### config.mk
export PLATFORM = sky130hd
export DESIGN_NAME = madd_engine
export DESIGN_NICKNAME = d
export VERILOG_FILES = /design/src/rtl/madd_pkg.sv /design/src/rtl/madd_ctrl.sv /design/src/rtl/madd_ptrs.sv /design/src/rtl/madd_adder.sv /design/src/rtl/madd_engine.sv
export SDC_FILE = /design/constraint.sdc
export NUM_CORES = 1
export LEC_CHECK = 0
export BUFFER_PORTS_ARGS = -buffer_cell sky130_fd_sc_hd__clkbuf_2
export CAP_MARGIN = 15
export CORE_MARGIN = 2
export CORE_UTILIZATION = 60
export DETAILED_ROUTE_END_ITERATION = 12
export GPL_ROUTABILITY_DRIVEN = 0
export PLACE_DENSITY = 0.84
export SLEW_MARGIN = 10
export SYNTH_ARGS = -nofsm -noshare
export SYNTH_HDL_FRONTEND = slang
export SYNTH_SLANG_ARGS = --single-unit
### constraint.sdc
create_clock -name clk -period 3.29 [get_ports clk]
set_input_delay 0.329 -clock clk [delete_from_list [all_inputs] [get_ports clk]]
set_output_delay 0.329 -clock clk [all_outputs]
set_load 0.02 [all_outputs]
### src/rtl/madd_pkg.sv
package madd_pkg;
  typedef enum logic [2:0] {
    S_IDLE,
    S_LEN_RD,
    S_LEN_WT,
    S_RD_B,
    S_RD_A,
    S_WR,
    S_DONE
  } madd_state_e;
endpackage

### src/rtl/madd_ctrl.sv
module madd_ctrl import madd_pkg::*; #(
  parameter int CW = 8
) (
  input  logic          clk,
  input  logic          rst_n,
  input  logic          start,
  input  logic [CW-1:0] len_val,
  output madd_state_e   st,
  output logic          busy,
  output logic          done,
  output logic          launch,
  output logic          step
);
  madd_state_e   nx;
  logic [CW-1:0] cnt;

  assign busy   = !(st == S_IDLE || st == S_DONE);
  assign done   = (st == S_DONE);
  assign launch = start && !busy;
  assign step   = (st == S_WR);

  always_comb begin
    nx = st;
    unique case (st)
      S_IDLE:   if (start) nx = S_LEN_RD;
      S_DONE:   if (start) nx = S_LEN_RD;
      S_LEN_RD: nx = S_LEN_WT;
      S_LEN_WT: nx = (len_val == '0) ? S_DONE : S_RD_B;
      S_RD_B:   nx = S_RD_A;
      S_RD_A:   nx = S_WR;
      S_WR:     nx = (cnt == CW'(1)) ? S_DONE : S_RD_B;
      default:  nx = S_IDLE;
    endcase
  end

  always_ff @(posedge clk or negedge rst_n) begin
    if (!rst_n) begin
      st  <= S_IDLE;
      cnt <= '0;
    end else begin
      st <= nx;
      if (st == S_LEN_WT) cnt <= len_val;
      else if (step)      cnt <= cnt - CW'(1);
    end
  end
endmodule

### src/rtl/madd_ptrs.sv
module madd_ptrs import madd_pkg::*; #(
  parameter int AW = 16
) (
  input  logic          clk,
  input  logic          rst_n,
  input  logic          launch,
  input  logic          step,
  input  madd_state_e   st,
  input  logic [AW-1:0] len_addr,
  input  logic [AW-1:0] a_base,
  input  logic [AW-1:0] b_base,
  output logic [AW-1:0] addr
);
  logic [AW-1:0] len_q, a_ptr, b_ptr;

  always_ff @(posedge clk or negedge rst_n) begin
    if (!rst_n) begin
      len_q <= '0;
      a_ptr <= '0;
      b_ptr <= '0;
    end else if (launch) begin
      len_q <= len_addr;
      a_ptr <= a_base;
      b_ptr <= b_base;
    end else if (step) begin
      a_ptr <= a_ptr + AW'(1);
      b_ptr <= b_ptr + AW'(1);
    end
  end

  always_comb begin
    unique case (st)
      S_LEN_RD, S_LEN_WT: addr = len_q;
      S_RD_B:             addr = b_ptr;
      default:            addr = a_ptr;
    endcase
  end
endmodule

### src/rtl/madd_adder.sv
module madd_adder #(
  parameter int DW = 8
) (
  input  logic          clk,
  input  logic          rst_n,
  input  logic          clear,
  input  logic          cap_b,
  input  logic          step,
  input  logic [DW-1:0] rdata,
  output logic [DW-1:0] sum,
  output logic          carry
);
  logic [DW-1:0] b_q;
  logic [DW:0]   full;

  assign full = {1'b0, rdata} + {1'b0, b_q} + {{DW{1'b0}}, carry};
  assign sum  = full[DW-1:0];

  always_ff @(posedge clk or negedge rst_n) begin
    if (!rst_n) begin
      b_q   <= '0;
      carry <= 1'b0;
    end else begin
      if (cap_b) b_q <= rdata;
      if (clear)     carry <= 1'b0;
      else if (step) carry <= full[DW];
    end
  end
endmodule

### src/rtl/madd_engine.sv
module madd_engine import madd_pkg::*; #(
  parameter int AW = 16,
  parameter int DW = 8
) (
  input  logic          clk,
  input  logic          rst_n,
  input  logic          start,
  input  logic [AW-1:0] len_addr,
  input  logic [AW-1:0] a_base,
  input  logic [AW-1:0] b_base,
  output logic [AW-1:0] mem_addr,
  output logic          mem_we,
  output logic [DW-1:0] mem_wdata,
  input  logic [DW-1:0] mem_rdata,
  output logic          done,
  output logic          carry_out
);
  madd_state_e st;
  logic        busy, launch, step;

  madd_ctrl #(.CW(DW)) u_ctrl (
    .clk(clk), .rst_n(rst_n), .start(start), .len_val(mem_rdata),
    .st(st), .busy(busy), .done(done), .launch(launch), .step(step)
  );

  madd_ptrs #(.AW(AW)) u_ptrs (
    .clk(clk), .rst_n(rst_n), .launch(launch), .step(step), .st(st),
    .len_addr(len_addr), .a_base(a_base), .b_base(b_base), .addr(mem_addr)
  );

  madd_adder #(.DW(DW)) u_add (
    .clk(clk), .rst_n(rst_n), .clear(launch), .cap_b(st == S_RD_A),
    .step(step), .rdata(mem_rdata), .sum(mem_wdata), .carry(carry_out)
  );

  assign mem_we = step;
endmodule

* After elaboration in Yosys (flattened, before gate mapping)
Cells that the tools add are included.
Word-level totals: bits of input ports 59, flip-flop bits (word level) 68, output and inout bits 27
Operators by class: mux-type cells 13, add/subtract/negate cells 5, equality and inequality tests 8, reductions and logical operators 8
Operators by type and width (count):
- two-way mux 16 bit | 4
- adder 16 x 1 -> 16 bit, second input constant | 2
- one-hot mux 16 bit (2 select lines) | 1
- one-hot mux 3 bit (6 select lines) | 1
- two-way mux 8 bit | 2
- adder 8 x 8 -> 9 bit | 1
- adder 9 x 1 -> 9 bit | 1
- == test 3 bit, second input constant | 3
- two-way mux 3 bit | 3
- == test 8 x 1 -> 1 bit, second input constant | 1
- zero test 8 bit | 1
- subtractor 8 x 1 -> 8 bit, second input constant | 1
- == test 3 x 2 -> 1 bit, second input constant | 2
- nonzero test 2 bit | 2
- OR reduction 2 bit | 2
- == test 3 x 1 -> 1 bit, second input constant | 1
- zero test 3 bit | 1
- two-way mux 1 bit | 2
- != test 2 x 1 -> 1 bit, second input constant | 1
- logical AND 1 bit | 1
- logical OR 1 bit | 1

* Longest topological paths before layout
depth after elaboration 4, gate-level depth with buffers 7

* Hierarchy
A second synthesis with hierarchy kept.
Unflattened totals: cell total of the unflattened synthesis 438, area total of the unflattened synthesis 4219.0 um^2
Modules (own cells, without submodules):
- madd_ptrs | instances 1, seq. area each 1201.2 um^2, area each 2839.0 um^2, cells each 298
- madd_ctrl | instances 1, seq. area each 275.3 um^2, area each 694.4 um^2, cells each 73
- madd_adder | instances 1, seq. area each 225.2 um^2, area each 673.1 um^2, cells each 66
- madd_engine | instances 1, seq. area each 0.0 um^2, area each 12.5 um^2, cells each 1

* Worst setup path after synthesis
Ideal clock, no wire load.
path type flip-flop to output port, start point register u_add.carry, end point output mem_wdata[6], setup slack 0.817 ns, stages on the path, launching flop included 8, path buffers 0, arrival time 2.144 ns, cells stage by stage dfrtp_1 fa_1 fa_1 a21oi_1 o21ai_0 o21a_1 nor2_1 xnor2_1
On the way: cells in the longest elaborated chain, start to end 1
Ends and longest elaborated chain:
- start: declaration | line madd_adder.sv:11 | output logic carry
- start signal: assignment | line madd_adder.sv:26 | else if (step) carry <= full[DW];
- adder 9 x 1 -> 9 bit | line madd_adder.sv:16 | assign full = {1'b0, rdata} + {1'b0, b_q} + {{DW{1'b0}}, carry};
- end: declaration | line madd_engine.sv:13 | output logic [DW-1:0] mem_wdata,
No other way between the ends.

* Worst setup path after layout
Ends and elaborated chain as after synthesis.

==> results_dict.tcl <==
set metrics [dict create \
    setup_viol 0 \
    rr_startpoint "u_add.carry" \
    cts_resized 0 \
    tightest_slew_ps 866 \
    hold_violations 0 \
    final_cell_mix "clkbuf_2 (85), nand2_1 (69), dfrtp_1 (68)" \
    core_mm2 0.00672 \
    cp_max_fo 3 \
    drc_errors 0 \
    grt_max_degree 81 \
    cts_setup_buffers 0 \
    cp-start-kind "flip-flop" \
    cts_root_buffer "clkbuf_8" \
    finalCritPeriodShare_pct 89.4 \
    antenna_found_initial 0 \
    hpwl_mm 7.28 \
    ant_nets 0 \
    cts_hold_buf 0 \
    final_common_cell "clkbuf_2" \
    seq_area_frac_synth_pct 41.3 \
    areaGrowthSynthToFinish_pct 15.9 \
    synth.largest_area_cell "dfrtp_1" \
    initial_utilization_pct 61.4 \
    drive_gt1_share_pct 27.5 \
    fin_setup_tns_ps 0 \
    clk_pin_slew_ps 70 \
    place_inst 576 \
    grt_overflow_total 0 \
    row_count 30 \
    port_buffers 85 \
    fillCellCount 512 \
    crit_arrival_ps 2610 \
    fmax_ghz 0.340 \
    clock-sinks 68 \
    synth_seq_cells 68 \
    maxSlewHeadroom_pct 42.3 \
    mappedNetlistNets 499 \
    vias 3577 \
    period_needed_ps 2940 \
    drv_cap 0 \
    crit_type "flip-flop to primary output" \
    n_antenna_cell 0 \
    synth_area_leaders "dfrtp_1 (41%), mux2_2 (6.6%), nand2_1 (6.3%), o21ai_0 (5.6%), mux2_1 (4.4%)" \
    synth_top_family_by_area "simple AND/OR/NAND/NOR gates" \
    power-per-cell-area_mw_per_mm2 1070 \
    yosys.area.top_type_share_pct 41.3 \
    multiInputGateArea_mm2 0.00230 \
    synth_compound_area_share_pct 14.1 \
    yosysUniqueCellTypes 50 \
    endpoint_kind "primary output" \
    fin_cells 592 \
    io-pin-count 86 \
    leakage_nw 2.12 \
    register_area_mm2 0.00170 \
    grt_pass1_vias 3488 \
    dieArea_mm2 0.00755 \
    clock_skew_ps 6.92 \
    dieHeight_um 86.9 \
    ir_drop_mv 0.811 \
    postSynthAreaPerCell_um2 9.66 \
    grt_pass1_wl_mm 16.7 \
    drt-pass1-iter-count 5 \
    syn-cell-area_mm2 0.00412 \
    drv_slew 0 \
    die_w_um 86.9 \
    wl_per_cell_um 17.1 \
    cts_buffers 9 \
    muxShareOfSynthArea_pct 10.9 \
    cts.path.max_buffers 2 \
    via_per_inst 6.04 \
    hold_path.class "primary input to asynchronous set/reset pin" \
    drtIter0Drc 446 \
    grt_use_total_pct 28.6 \
    ys.flop_type "dfrtp_1" \
    synth_cells 427 \
    yosys.area_share.simple_pct 18.9 \
    cts_tree "built" \
    grt_setup_unrepaired "no" \
    synth-edff-count 0 \
    clk-insertion-delay-late_ps 340 \
    htreeDepth 3 \
    crit_start "u_add.carry" \
    wl_mm 10.1 \
    synthAdderAreaFrac_pct 4.31 \
    ys_warn_count 0 \
    ys_async_sr_fraction_pct 100 \
    outcome "complete, no violations" \
    synth_xor_area_share_pct 7.01 \
    worstPathRequired_ps 2960 \
    nets 579 \
]
flip-flops by register name, summed over array words and instances (netlist names):
register	cells
u_add.carry	1
u_ctrl.cnt	8
u_ctrl.st	3
u_add.b_q	8
u_ptrs.a_ptr	16
u_ptrs.len_q	16
u_ptrs.b_ptr	16
metal layers:
layer  wire [um]  part of all wire (%)  global-route usage (%)
met3         662                   6.6                    7.58
met2        4720                    47                    43.9
met1        4500                    45                    40.0
met4         206                   2.0                    8.52
met5           0                     0                       0
synthesized netlist by cell type, types with 11 or more instances:
library cell	count
dfrtp_1	68
ha_1	11
o21ai_0	46
buf_2	11
xor2_1	14
xnor2_1	19
nand3_1	15
nor2_1	21
nand2_1	69
mux2_1	16
mux2_2	24
a22oi_1	16
kinds of logic after synthesis:
| logic type | count (synthesis) |
|---|---|
| fa+ha+maj | 13 |
| xor+xnor | 33 |
| compound gates | 95 |
| mux | 40 |
| buf+inv | 26 |
| flops | 68 |
| simple gates | 152 |
final timing paths:
check	endpoint	slack, ps	depth (start not counted)
hold reg to reg	u_ctrl.cnt[7]	520	1
max in group asynchronous	u_ptrs.len_q[2]	2550	2
setup reg to reg	u_add.carry	850	7
setup / recovery	mem_wdata[6]	350	8
hold / removal	u_ptrs.len_q[8]	180	2
min in group clk	u_ptrs.b_ptr[7]	190	3
worst max-delay path, stage by stage, from the launching register on:
cell,delay (ps)
dfrtp_1,410
fa_1,460
fa_1,430
a21oi_1,170
o21ai_0,170
o21a_1,200
nor2_1,110
xnor2_1,130
clkbuf_2,190
per-stage QoR:
stage	cell area (um2)	util [%]	setup WS [ps]	total power [mW]	hold WS (ps)
after global routing	4780	71.1	149	5.50	183
final	4780	71.1	347	5.13	175
after floorplan	4120	-	817	3.64	33.4
after detailed placement	4600	68.4	637	4.45	499
after CTS	4780	71.1	321	5.12	173
after global placement	4600	68.4	694	4.33	494
cell type report:
cell class,count,area share [%]
Clock buffer,15,3.69
Clock inverter,1,0.105
Inverter,4,0.340
Multi-Input combinational cell,333,48.0
Sequential cell,68,35.6
Tap cell,80,2.09
Timing Repair Buffer,91,10.1
report_power, final:
part / switching [mW] / leakage, nW / internal, mW
clock: 0.310 / 0.0937 / 0.336
combinational: 1.56 / 1.20 / 1.15
sequential: 0.523 / 0.826 / 1.26
total: 2.39 / 2.12 / 2.74
Power figures use the tool's default switching activity.
